`src/rtl/idm_pkg.sv`:
```
package idm_pkg;

  localparam int ID_W = 16;

  typedef enum logic [1:0] {
    SEQ_IDLE = 2'd0,
    SEQ_UNL1 = 2'd1,
    SEQ_UNL2 = 2'd2,
    SEQ_ACT  = 2'd3
  } seq_st_e;

  localparam logic [ID_W-1:0] CMD_UNL1_D = 16'h00AA;
  localparam logic [ID_W-1:0] CMD_UNL2_D = 16'h0055;
  localparam logic [ID_W-1:0] CMD_IDENT  = 16'h0090;
  localparam logic [ID_W-1:0] CMD_RESET  = 16'h00F0;
  localparam int unsigned     CMD_ADR_A  = 'h555;
  localparam int unsigned     CMD_ADR_B  = 'h2AA;

  localparam logic [7:0] OFS_MFR  = 8'h00;
  localparam logic [7:0] OFS_DEV  = 8'h01;
  localparam logic [7:0] OFS_PROT = 8'h02;
  localparam logic [7:0] OFS_HSK  = 8'h03;

  // Device code: top-boot part ends in C, bottom-boot part ends in D.
  function automatic logic [ID_W-1:0] dev_code(input logic boot_top);
    return boot_top ? 16'h22FC : 16'h22FD;
  endfunction

  // Identification word selected by the low address byte.
  function automatic logic [ID_W-1:0] id_word(
    input logic [7:0]      ofs,
    input logic [ID_W-1:0] mfr,
    input logic            boot_top,
    input logic            prot,
    input logic            hsk
  );
    logic [ID_W-1:0] w;
    case (ofs)
      OFS_MFR:  w = mfr;
      OFS_DEV:  w = dev_code(boot_top);
      OFS_PROT: w = {{(ID_W-1){1'b0}}, prot};
      OFS_HSK:  w = {{(ID_W-1){1'b0}}, ~hsk};
      default:  w = '0;
    endcase
    return w;
  endfunction

endpackage

```
`src/rtl/idm_seq_dec.sv`:
```
module idm_seq_dec
  import idm_pkg::*;
#(
  parameter int ADDR_W = 16,
  parameter int BANK_W = 4
) (
  input  logic              clk,
  input  logic              rst_n,
  input  logic              we,
  input  logic [ADDR_W-1:0] addr,
  input  logic [ID_W-1:0]   wdata,
  input  logic              busy,
  output logic              mode,
  output logic [BANK_W-1:0] bank,
  output logic              enter_evt,
  output logic              exit_evt
);
  localparam int INB_W = ADDR_W - BANK_W;

  seq_st_e st_q, st_d;
  logic [BANK_W-1:0] bank_q;
  logic [INB_W-1:0]  inb;
  logic ok1, ok2, ok3, rst_cmd;

  assign inb     = addr[INB_W-1:0];
  assign ok1     = (inb == INB_W'(CMD_ADR_A)) && (wdata == CMD_UNL1_D);
  assign ok2     = (inb == INB_W'(CMD_ADR_B)) && (wdata == CMD_UNL2_D);
  assign ok3     = (inb == INB_W'(CMD_ADR_A)) && (wdata == CMD_IDENT);
  assign rst_cmd = (wdata == CMD_RESET);

  always_comb begin
    st_d      = st_q;
    enter_evt = 1'b0;
    exit_evt  = 1'b0;
    if (we) begin
      case (st_q)
        SEQ_IDLE: st_d = (!busy && ok1) ? SEQ_UNL1 : SEQ_IDLE;
        SEQ_UNL1: st_d = (!busy && ok2) ? SEQ_UNL2 : SEQ_IDLE;
        SEQ_UNL2: begin
          if (!busy && ok3) begin
            st_d      = SEQ_ACT;
            enter_evt = 1'b1;
          end else begin
            st_d = SEQ_IDLE;
          end
        end
        SEQ_ACT: begin
          if (rst_cmd) begin
            st_d     = SEQ_IDLE;
            exit_evt = 1'b1;
          end
        end
        default: st_d = SEQ_IDLE;
      endcase
    end
  end

  always_ff @(posedge clk) begin
    if (!rst_n) begin
      st_q   <= SEQ_IDLE;
      bank_q <= '0;
    end else begin
      st_q <= st_d;
      if (enter_evt) bank_q <= addr[ADDR_W-1 -: BANK_W];
    end
  end

  assign mode = (st_q == SEQ_ACT);
  assign bank = bank_q;

endmodule

```
`src/rtl/idm_code_rd.sv`:
```
module idm_code_rd
  import idm_pkg::*;
#(
  parameter int              BANK_W   = 4,
  parameter logic [ID_W-1:0] MFR_CODE = 16'h00EC,
  parameter bit              BOOT_TOP = 1'b1
) (
  input  logic              clk,
  input  logic              rst_n,
  input  logic              re,
  input  logic [BANK_W-1:0] rd_bank,
  input  logic [7:0]        rd_ofs,
  input  logic              mode,
  input  logic [BANK_W-1:0] id_bank,
  input  logic              prot,
  input  logic              hsk,
  output logic              hit,
  output logic              rvalid,
  output logic [ID_W-1:0]   rdata
);
  logic [ID_W-1:0] word;

  assign hit  = mode && (rd_bank == id_bank);
  assign word = id_word(rd_ofs, MFR_CODE, BOOT_TOP, prot, hsk);

  always_ff @(posedge clk) begin
    if (!rst_n) begin
      rvalid <= 1'b0;
      rdata  <= '0;
    end else begin
      rvalid <= re && hit;
      if (re && hit) rdata <= word;
    end
  end

endmodule

```
`src/rtl/idm_ctrl.sv`:
```
module idm_ctrl
  import idm_pkg::*;
#(
  parameter int              ADDR_W   = 16,
  parameter int              BANK_W   = 4,
  parameter logic [ID_W-1:0] MFR_CODE = 16'h00EC,
  parameter bit              BOOT_TOP = 1'b1
) (
  input  logic              clk,
  input  logic              rst_n,
  input  logic [ADDR_W-1:0] bus_addr,
  input  logic [15:0]       bus_wdata,
  input  logic              bus_we,
  input  logic              bus_re,
  input  logic              burst_req,
  input  logic              eng_busy,
  input  logic              blk_prot,
  input  logic              cfg_handshake,
  output logic              id_mode,
  output logic              id_rvalid,
  output logic [15:0]       id_rdata,
  output logic              arr_re,
  output logic              burst_gnt
);
  logic [BANK_W-1:0] id_bank;
  logic              dec_enter;
  logic              dec_exit;
  logic              id_hit;

  idm_seq_dec #(.ADDR_W(ADDR_W), .BANK_W(BANK_W)) u_dec (
    .clk       (clk),
    .rst_n     (rst_n),
    .we        (bus_we),
    .addr      (bus_addr),
    .wdata     (bus_wdata),
    .busy      (eng_busy),
    .mode      (id_mode),
    .bank      (id_bank),
    .enter_evt (dec_enter),
    .exit_evt  (dec_exit)
  );

  idm_code_rd #(.BANK_W(BANK_W), .MFR_CODE(MFR_CODE), .BOOT_TOP(BOOT_TOP)) u_rd (
    .clk     (clk),
    .rst_n   (rst_n),
    .re      (bus_re),
    .rd_bank (bus_addr[ADDR_W-1 -: BANK_W]),
    .rd_ofs  (bus_addr[7:0]),
    .mode    (id_mode),
    .id_bank (id_bank),
    .prot    (blk_prot),
    .hsk     (cfg_handshake),
    .hit     (id_hit),
    .rvalid  (id_rvalid),
    .rdata   (id_rdata)
  );

  assign arr_re    = bus_re && !id_hit;
  assign burst_gnt = burst_req && !id_mode;

endmodule

```
`config.mk`:
```
export PLATFORM = sky130hd
export DESIGN_NAME = idm_ctrl
export DESIGN_NICKNAME = d
export VERILOG_FILES = /design/src/rtl/idm_pkg.sv /design/src/rtl/idm_seq_dec.sv /design/src/rtl/idm_code_rd.sv /design/src/rtl/idm_ctrl.sv
export SDC_FILE = /design/constraint.sdc
export NUM_CORES = 1
export LEC_CHECK = 0
export ABC_AREA = 1
export BUFFER_PORTS_ARGS = -buffer_cell sky130_fd_sc_hd__buf_2
export CAP_MARGIN = 20
export CORE_MARGIN = 10
export CORE_UTILIZATION = 43
export CTS_BUF_LIST = sky130_fd_sc_hd__clkbuf_16
export DETAILED_ROUTE_END_ITERATION = 8
export HOLD_SLACK_MARGIN = 0.02
export PLACE_DENSITY = 0.8
export SETUP_SLACK_MARGIN = 0.3
export SLEW_MARGIN = 20
export SYNTH_ARGS = -nofsm -noshare
export SYNTH_HDL_FRONTEND = slang
export SYNTH_SLANG_ARGS = --single-unit
```
`constraint.sdc`:
```
create_clock -name clk -period 1.6 [get_ports clk]
set_clock_uncertainty 0.1 [all_clocks]
set_input_delay 0.08 -clock clk [delete_from_list [all_inputs] [get_ports clk]]
set_output_delay 0.08 -clock clk [all_outputs]
set_load 0.02 [all_outputs]
```
# After elaboration in Yosys (flattened, before gate mapping)
# Index checks and enable logic that the tools add are counted.
# Widths: inputs -> output; s select.
dict set report totals {
  regBits 23
  inputBits 40
  output_inout_bits 20
  elab_cells 44
}
dict set report op_classes {
  n_eq_ne 14
  mux 9
  bitwise_logic 1
  n_reduce_logical 16
}
# op n
set ops {}
lappend ops {{$pmux 14 s4} 1}
lappend ops {{$eq 16x8->1 const B} 3}
lappend ops {{$eq 16x7->1 const B} 1}
lappend ops {{$eq 8x2->1 const B} 2}
lappend ops {{$eq 12x10->1 const B} 1}
lappend ops {{$eq 12x11->1 const B} 1}
lappend ops {{$logic_and 1x1->1} 10}
lappend ops {{$eq 8x1->1 const B} 1}
lappend ops {{$logic_not 8->1} 1}
lappend ops {{$pmux 2 s4} 1}
lappend ops {{$mux 2} 3}
lappend ops {{$eq 2x2->1 const B} 2}
lappend ops {{$eq 4x4->1} 1}
lappend ops {{$mux 1} 4}
lappend ops {{$logic_not 1->1} 3}
lappend ops {{$eq 2x1->1 const B} 1}
lappend ops {{$logic_not 2->1} 1}
lappend ops {{$ne 2x1->1 const B} 1}
lappend ops {{$reduce_and 2->1} 1}
lappend ops {{$not 1->1} 1}

# Longest topological paths before layout
# Gate-level depths: netlist of run 1.
dict set report depth {
  depth_word 6
  mapped_depth 9
  mapped_depth_nobuf 9
}

# Hierarchy
# A second synthesis of run 1 with hierarchy kept.
dict set report hier_totals {
  cells_unflattened 199
  hier_area_um2 1062.3
}
# module n_inst cells_each area_each_um2 seq_area_each_um2
set modules_own_cells {}
lappend modules_own_cells {idm_seq_dec 1 111 578.1 120.1}
lappend modules_own_cells {idm_code_rd 1 84 464.2 80.1}
lappend modules_own_cells {idm_ctrl 1 4 20.0 0.0}

# Worst setup path before layout of run 1
# OpenSTA, ideal clock, no wires.
dict set report synth_path {
  path_kind {reg-to-reg}
  startpoint {register u_dec.st_q[0]}
  endpoint {register u_rd.rdata[7]}
  setup_time_ns 0.122
  arrival_ns 0.974
  t_required_ns 1.378
  setup_slack_ns 0.404
  path_stages_with_launch 8
  n_path_buf 0
  period_less_slack_ns 1.196
  cell_sequence {dfxtp_1 -> nand2_2 -> a21oi_2 -> nand2_2 -> nor2_4 -> nand3_4 -> nand2_1 -> a21oi_1}
}
dict set report synth_via {
  elab_chain_len 3
}
# item line_no
set synth_rtl {}
lappend synth_rtl {{from (decl)} idm_seq_dec.sv:20} ;# seq_st_e st_q, st_d;
lappend synth_rtl {{from (signal assigned)} idm_seq_dec.sv:63} ;# st_q <= st_d;
lappend synth_rtl {{$eq 2x2->1} idm_seq_dec.sv:68} ;# assign mode = (st_q == SEQ_ACT);
lappend synth_rtl {{$logic_and 1x1->1} idm_code_rd.sv:23} ;# assign hit = mode && (rd_bank == id_bank);
lappend synth_rtl {{$logic_and 1x1->1} idm_code_rd.sv:32} ;# if (re && hit) rdata <= word;
lappend synth_rtl {{to (signal assigned)} idm_code_rd.sv:32}
lappend synth_rtl {{to (decl)} idm_code_rd.sv:19} ;# output logic [ID_W-1:0] rdata
# No other way between the ends.
# A chain may end at the register's enable or synchronous reset.

# Worst setup path in the final report of run 1
dict set report layout_path {
  startpoint {register u_dec.st_q[1]}
  endpoint {register u_dec.bank_q[3] (netlist: u_dec.bank[3])}
}
dict set report layout_via {
  elab_chain_len 3
}
# item line_no
set layout_rtl {}
lappend layout_rtl {{$eq 2x2->1} idm_seq_dec.sv:36} ;# case (st_q)
lappend layout_rtl {{$mux 1} idm_seq_dec.sv:36}
lappend layout_rtl {{$mux 1} idm_seq_dec.sv:35} ;# if (we) begin
lappend layout_rtl {{to (signal assigned)} idm_seq_dec.sv:64} ;# if (enter_evt) bank_q <= addr[ADDR_W-1 -: BANK_W];
lappend layout_rtl {{to (decl)} idm_seq_dec.sv:21} ;# logic [BANK_W-1:0] bank_q;
# No other way between the ends.

==> results of run 1 <==
layout make-up:
class	instances	area share, %
well taps	28	2.49
flip-flops and latches	10	14.6
multi-input cells	131	46.1
inverters	30	8.01
clock buffers	3	5.34
repair buffers	59	23.5
layer usage:
metal	share of wire (%)	GRT usage, %	vias up
li1	-	-	635
met1	35	12.0	519
met2	53	23.4	49
met3	10	5.12	6
met4	1.4	4.36	0
met5	0	0	-
worst min-delay path: cells and delay by family:
| family | cells | cell delay, ps |
|---|---|---|
| buffers and inverters | 1 | 110 |
| and+or+nand+nor | 2 | 130 |
how the worst max path moves through the flow:
stage	start	to	cells past startpoint
5_1_grt	u_dec.st_q[1]$_SDFFE_PN0P_	u_dec.bank[3]$_SDFFE_PN0P_	9
3_3_place_gp	u_dec.st_q[0]$_SDFFE_PN0P_	arr_re	8
3_5_place_dp	u_dec.st_q[0]$_SDFFE_PN0P_	arr_re	8
6_report	u_dec.st_q[1]$_SDFFE_PN0P_	u_dec.bank[3]$_SDFFE_PN0P_	9
2_1_floorplan	u_dec.st_q[0]$_SDFFE_PN0P_	u_rd.rdata[7]$_SDFFE_PN0P_	7
4_1_cts	u_dec.st_q[0]$_SDFFE_PN0P_	arr_re	8
registers in the layout, summed over array words and instances, names as in the netlist:
signal / count
u_dec.bank: 4
u_rd.rdata: 3
u_dec.st_q: 2
u_rd.rvalid: 1
through the flow:
| stage | worst slack [ps] | util, % | instances |
|---|---|---|---|
| 3_3_place_gp | 290 | 54.6 | 251 |
| 2_1_floorplan | 404 | - | 184 |
| 3_5_place_dp | 279 | 54.6 | 251 |
| 6_report | 232 | 64.2 | 261 |
| 4_1_cts | 238 | 60.8 | 259 |
| 5_1_grt | 132 | 64.2 | 261 |
cell usage after synthesis (2+ instances only):
master	count	area [µm²]
nand4_1	5	31.3
a21oi_1	4	20.0
buf_4	13	97.6
nor3_1	4	20.0
nand2_1	45	169
inv_1	30	113
nor2_4	2	22.5
nand3_1	11	55.1
nand2_2	2	12.5
nor2_1	43	161
dfxtp_1	10	200
cells by family after synthesis:
logic type	count (synthesis)	synth area share, %
buf+inv	43	21.5
flops	10	20.5
compound gates	7	4.23
simple gates	116	52.4
other cells	1	0.384
xor+xnor	1	0.898
report_power, final:
group          internal, mW  switching, mW  leakage, nW
sequential            0.253        0.00244       0.0819
combinational        0.0743          0.106        0.632
clock                 0.323          0.107       0.0370
total                 0.650          0.215        0.750
repair_timing:
| item | CTS | global route |
|---|---|---|
| hold buffers | 2 | 1 |
| endpoints found under the setup margin | 5 | 10 |
| gates resized for setup | 7 | 17 |
| pin swaps | 2 | 14 |
| hold endpoints to repair | 2 | 1 |
| setup buffers | 3 | 1 |
==> flow_summary.yaml, run 1 <==
global_route:
  grt_pass1_vias: 1161
  grt_max_degree: 9
  grt_pass1_wl_mm: 4.60
  grt.total_usage_pct: 12.5
  antenna_found_initial: 0
  grt-ovfl-total: 0
cells_and_area:
  insertedDiodeCount: 0
  final_nets: 275
  area_growth_pct: 44.1
  final_area_um2: 1410
  multi_input_area_um2: 648
  fillerInstances: 211
  drive_gt1_share_pct: 36.9
  final_cell_mix: "buf_2, nand2_1, nor2_1, inv_1, nand3_1"
  regArea_um2: 205
  layout_commonest_cell: "buf_2"
setup_path:
  path_class: "flop to flop"
  r2r_start: "u_dec.st_q[1]$_SDFFE_PN0P_"
  r2r_end: "u_dec.bank[3]$_SDFFE_PN0P_"
  ff2ff_path_depth: 9
  crit_arrival_ps: 1440
  endpoint_kind: "flop"
  cp_cell_sequence: "buf_6 > nand3_2 > nor2_2 > nand2_1 > nor2_2 > nand3_4 > nand2_1 > nand2_1 > nor2_2"
  slowest_stage: "dfxtp_2"
  path_buf_inv: 1
  critPathRequiredTime_ps: 1670
  crit_family: "simple AND/OR/NAND/NOR gates"
  cp_max_fo: 8
  startpoint_type: "flop"
  r2r_slack_ps: 230
  cpPeakStageDelay_ps: 340
floorplan:
  fp.dieH_um: 67.6
  die_w_um: 67.6
  fp.dieArea_um2: 4580
  io_pins: 60
  start_util_pct: 44.5
  rows: 17
  core_area_um2: 2190
sta:
  finalSetupViolations: 0
  slew_violations: 0
  hold_ws_ps: 30.8
  rsz0062_at_grt: "true"
  max_freq_mhz: 731
  hold_violations: 0
  period_share_pct: 85.5
  finalSetupTns_ps: 0
  min_period_ps: 1370
route:
  ant_nets: 0
  routed_wl_mm: 3.11
  vias_per_cell: 4.63
  drt_iter0_drc: 93
  dr_total_vias: 1209
  dr.pass1.iters: 6
  wire_per_inst_um: 11.9
  drc: 0
clock_network:
  cts-buffers-inserted: 3
  path_clk_slew_ps: 40
  htreeDepth: 1
  cts_tree: "yes"
  cts-root-buf: "clkbuf_16"
  cts_buffer_depth: 2
  cts_sinks: 10
  clk_latency_ps: 230
place:
  routabilityCongestion: 0.869
  place_area_um2: 1200
  hpwl_mm: 2.32
  numPortBuffers: 52
hold_path:
  worstHoldPathType: "primary input to flop"
  hold_depth: 3
  hold_end: "u_dec.bank[2]$_SDFFE_PN0P_"
  min_from: "bus_addr[14]"
synth:
  synth_flop_cell: "dfxtp_1"
  ys_types: 20
  yosysSeqAreaShare_pct: 20.5
  ys_async_sr_fraction_pct: 0
  synth_edf_count: 0
  syn_inst: 178
  synthesis.area_um2: 976
  ys_ff_latch: 10
  yosysWarnings: 0
  syn_avg_cell_area_um2: 5.48
power:
  peakVddDrop_uv: 674
  power_uw: 866
  powerDensity_nw_per_um2: 615
  p_leak_nw: 0.750
job:
  drv_cap: 0
status:
  status: "completed"
(Power assumes the default switching activity.)
==> inputs of run 2 (changes only) <==
--- a/config.mk
+++ b/config.mk
@@ -14,7 +14,6 @@
 export DETAILED_ROUTE_END_ITERATION = 8
 export HOLD_SLACK_MARGIN = 0.02
 export PLACE_DENSITY = 0.8
-export SETUP_SLACK_MARGIN = 0.3
 export SLEW_MARGIN = 20
 export SYNTH_ARGS = -nofsm -noshare
 export SYNTH_HDL_FRONTEND = slang
==> flow_summary.yaml, run 2 (synthesis gave the netlist of run 1 again) <==
status:
  status: "completed"
power:
  share_seq_of_total_power_pct: 30.5
  powerDensity_nw_per_um2: 645
  p_leak_nw: 0.727
  switching_power_uw: 204
  clock_power_share_pct: 50.8
  intPower_uw: 641
  switching_share_pct: 24.2
  power_uw: 845
  peakVddDrop_uv: 670
  power_frac_comb_pct: 18.7
global_route:
  grt-ovfl-total: 0
  antenna_found_initial: 0
  grt_pass1_wl_mm: 4.46
  grt_max_degree: 9
  grt.total_usage_pct: 12.1
  grt_pass1_vias: 1167
setup_path:
  ff2ff_path_depth: 8
  r2r_end: "u_rd.rdata[0]$_SDFFE_PN0P_"
  crit_arrival_ps: 1260
  critPathRequiredTime_ps: 1420
  crit_family: "flip-flops"
  r2r_start: "u_dec.st_q[0]$_SDFFE_PN0P_"
  cpPeakStageDelay_ps: 380
  endpoint_kind: "output port"
  cp_cell_sequence: "nand2_2 > a21oi_2 > nand2_2 > nor2_4 > nand2_1 > nand2_1 > inv_1 > buf_2"
  startpoint_type: "flop"
  path_buf_inv: 2
  r2r_slack_ps: 290
  cp_max_fo: 6
  slowest_stage: "dfxtp_2"
  path_class: "flop to output port"
sta:
  hold_violations: 0
  slew_violations: 0
  period_share_pct: 90.1
  max_freq_mhz: 693
  finalSetupViolations: 0
  min_period_ps: 1440
  finalSetupTns_ps: 0
  rsz0062_at_grt: "false"
  hold_ws_ps: 37.0
  finalWorstSetupSlack_ps: 158
cells_and_area:
  layout.cells.non_filler: 258
  layout_commonest_cell: "buf_2"
  area_growth_pct: 34.4
  final_area_um2: 1310
  fin_util_pct: 59.9
  insertedDiodeCount: 0
  final_nets: 272
  drive_gt1_share_pct: 28.7
  final_cell_mix: "buf_2, nand2_1, nor2_1, inv_1, nand3_1"
  largest_register_ffs: 4
route:
  met1_length_mm: 1.01
  met2_length_mm: 1.47
  drt_iter0_drc: 91
  route.met3.wl_um: 292
  dr.pass1.iters: 4
  vias_per_cell: 4.53
  routed_wl_mm: 2.80
  ant_nets: 0
  wire_per_inst_um: 10.9
  highest-signal-layer: "met4"
  drc: 0
  dr_total_vias: 1170
place:
  dp_cells: 251
  routabilityCongestion: 0.869
  numPortBuffers: 52
  place_area_um2: 1200
  hpwl_mm: 2.32
  pre_cts_slack_ps: 279
clock_network:
  htreeDepth: 1
  cts-root-buf: "clkbuf_16"
  cts-buffers-inserted: 3
  cts_buffer_depth: 2
  cts_sinks: 10
  clk_latency_ps: 230
  cts_tree: "yes"
  path_clk_slew_ps: 40
floorplan:
  io_pins: 60
  die_w_um: 67.6
  fp.dieArea_um2: 4580
  fp.dieH_um: 67.6
  start_util_pct: 44.5
  rows: 17
  core_area_um2: 2190
hold_path:
  worstHoldPathType: "primary input to flop"
  hold_depth: 3
  hold_end: "u_dec.bank[2]$_SDFFE_PN0P_"
  min_from: "rst_n"
job:
  drv_cap: 0
## run 2: layout make-up
cell class              count  area, µm²
fillers                   232        880
multi-input cells         131        588
well taps                  28       35.0
clock buffers               3       75.1
inverters                  30        113
repair buffers             56        298
flip-flops and latches     10        203
## run 2: layer usage
| metal | track usage (%) | up-vias |
|---|---|---|
| met5 | 0 | - |
| met3 | 5.12 | 6 |
| met2 | 22.3 | 44 |
| met1 | 11.6 | 491 |
| met4 | 4.36 | 0 |
| li1 | - | 629 |
## run 2: power by group through the flow
stage | clock, mW | combinational, mW | sequential [mW]
after floorplan | 0 | 0.0872 | 0.260
after global placement | 0 | 0.150 | 0.261
after detailed placement | 0 | 0.150 | 0.261
after CTS | 0.436 | 0.157 | 0.257
after global routing | 0.455 | 0.178 | 0.258
final | 0.429 | 0.158 | 0.258
## run 2: worst max path at each step
stage | from | cells past startpoint | end | slack [ps]
after global routing | u_dec.st_q[0]$_SDFFE_PN0P_ | 8 | arr_re | 60
after detailed placement | u_dec.st_q[0]$_SDFFE_PN0P_ | 8 | arr_re | 280
after global placement | u_dec.st_q[0]$_SDFFE_PN0P_ | 8 | arr_re | 290
after floorplan | u_dec.st_q[0]$_SDFFE_PN0P_ | 7 | u_rd.rdata[7]$_SDFFE_PN0P_ | 400
after CTS | u_dec.st_q[0]$_SDFFE_PN0P_ | 8 | arr_re | 30
final | u_dec.st_q[0]$_SDFFE_PN0P_ | 8 | arr_re | 160
## run 2: what timing repair did
action | in CTS | in global routing
setup buffers | 0 | 1
hold buffers | 3 | 0
gates resized for setup | 0 | 2
hold endpoints to repair | 3 | 0
setup endpoints to repair | 0 | 1
## run 2: tightest hold or removal path: stages
cell     delay [ps]
buf_2           140
nand2_1          70
nor2_1           30
==> inputs of run 3 (changes only) <==
--- a/config.mk
+++ b/config.mk
@@ -9,11 +9,11 @@
 export BUFFER_PORTS_ARGS = -buffer_cell sky130_fd_sc_hd__buf_2
 export CAP_MARGIN = 20
 export CORE_MARGIN = 10
-export CORE_UTILIZATION = 43
+export CORE_UTILIZATION = 45
 export CTS_BUF_LIST = sky130_fd_sc_hd__clkbuf_16
 export DETAILED_ROUTE_END_ITERATION = 8
 export HOLD_SLACK_MARGIN = 0.02
-export PLACE_DENSITY = 0.8
+export PLACE_DENSITY = 0.83
 export SLEW_MARGIN = 20
 export SYNTH_ARGS = -nofsm -noshare
 export SYNTH_HDL_FRONTEND = slang
==> constraint.sdc (replaced) <==
create_clock -name clk -period 1.8 [get_ports clk]
set_clock_uncertainty 0.1 [all_clocks]
set_input_delay 0.45 -clock clk [delete_from_list [all_inputs] [get_ports clk]]
set_output_delay 0.45 -clock clk [all_outputs]
set_load 0.02 [all_outputs]
==> flow_summary.yaml, run 3 (synthesis gave the netlist of run 1 again) <==
hold_path:
  worstHoldPathType: "primary input to flop"
  hold_depth: 3
setup_path:
  path_class: "flop to output port"
  critPathRequiredTime_ps: 1250
  endpoint_kind: "output port"
  crit_arrival_ps: 1230
  startpoint_type: "flop"
  ff2ff_path_depth: 9
  cp_max_fo: 2
floorplan:
  die_w_um: 66.6
  fp.dieH_um: 66.6
  io_pins: 60
  core_area_um2: 2000
  fp.dieArea_um2: 4430
  start_util_pct: 48.8
  rows: 16
sta:
  max_freq_mhz: 563
  hold_violations: 0
  min_period_ps: 1780
  finalWorstSetupSlack_ps: 23.4
  period_share_pct: 98.7
  slew_violations: 0
  finalSetupTns_ps: 0
  hold_ws_ps: 369
  rsz0062_at_grt: "true"
  finalSetupViolations: 0
route:
  drt_iter0_drc: 58
  routed_wl_mm: 2.89
  vias_per_cell: 4.57
  dr.pass1.iters: 4
  drc: 0
  ant_nets: 0
  dr_total_vias: 1183
  wire_per_inst_um: 11.1
clock_network:
  cts-buffers-inserted: 3
  hold_buffers: 0
  cts_tree: "yes"
  path_clk_slew_ps: 40
  htreeDepth: 1
  cts_sinks: 10
  cts-root-buf: "clkbuf_16"
  cts_buffer_depth: 2
  clk_latency_ps: 230
power:
  p_leak_nw: 0.749
  intPower_uw: 572
  power_frac_comb_pct: 19.5
  power_uw: 757
  switching_power_uw: 184
  share_seq_of_total_power_pct: 29.9
  peakVddDrop_uv: 507
  switching_share_pct: 24.4
  powerDensity_nw_per_um2: 565
  clock_power_share_pct: 50.6
place:
  hpwl_mm: 2.33
  place_area_um2: 1220
  dp_cells: 253
  routabilityCongestion: 0.792
  pre_cts_slack_ps: 72.9
  numPortBuffers: 52
cells_and_area:
  drive_gt1_share_pct: 31.5
  final_cell_mix: "buf_2, nand2_1, nor2_1, inv_1, nand3_1"
  fin_util_pct: 66.9
  layout_commonest_cell: "buf_2"
  insertedDiodeCount: 0
  layout.cells.non_filler: 259
  largest_register_ffs: 4
  final_area_um2: 1340
  final_nets: 274
  area_growth_pct: 37.2
global_route:
  grt_max_degree: 9
  grt_pass1_wl_mm: 4.32
  grt_pass1_vias: 1057
  antenna_found_initial: 0
  grt.total_usage_pct: 11.9
  grt-ovfl-total: 0
status:
  status: "completed"
job:
  drv_cap: 0
-- run 3: layer usage --
layer	global-route usage [%]	part of all wire (%)	vias to the layer above	wire, µm
met2	22.3	53	44	1540
met4	3.14	0.14	0	4
met3	4.68	9.1	2	263
met1	11.9	37	504	1080
met5	0	0	-	0
li1	-	-	633	-
-- run 3: area by class of cell --
class / count / area (µm²)
repair buffers: 58 / 312
well taps: 27 / 33.8
fillers: 207 / 663
flip-flops and latches: 10 / 205
multi-input cells: 131 / 601
inverters: 30 / 113
clock buffers: 3 / 75.1
-- run 3: worst max-delay path, stage by stage, from the launching register on --
cell     delay (ps)
dfxtp_2         330
nand2_2          70
a21oi_2         120
nand2_2          80
nor2_4           80
nand2_1          60
nand2_1          70
inv_1            50
buf_6           120
-- run 3: power by group through the flow --
stage          Clock (mW)  Combinational (mW)  Sequential, mW
5_1_grt             0.397               0.166           0.226
6_report            0.383               0.148           0.227
2_1_floorplan           0              0.0775           0.231
4_1_cts             0.389               0.143           0.226
3_5_place_dp            0               0.137           0.231
3_3_place_gp            0               0.135           0.231
-- run 3: path summary, 6_finish.rpt --
check | startpoint | endpoint | slack [ps]
min reg2reg | u_rd.rdata[9]$_SDFFE_PN0P_ | u_rd.rdata[9]$_SDFFE_PN0P_ | 390
max | u_dec.st_q[1]$_SDFFE_PN0P_ | arr_re | 20
min | bus_addr[15] | u_dec.bank[3]$_SDFFE_PN0P_ | 370
max reg2reg | u_dec.st_q[1]$_SDFFE_PN0P_ | u_dec.bank[1]$_SDFFE_PN0P_ | 380
-- run 3: repair_timing --
action                     4_1_cts  5_1_grt
setup endpoints to repair        1        1
gates resized for setup          6        1
pin swaps                        4        2
setup buffers                    2        1
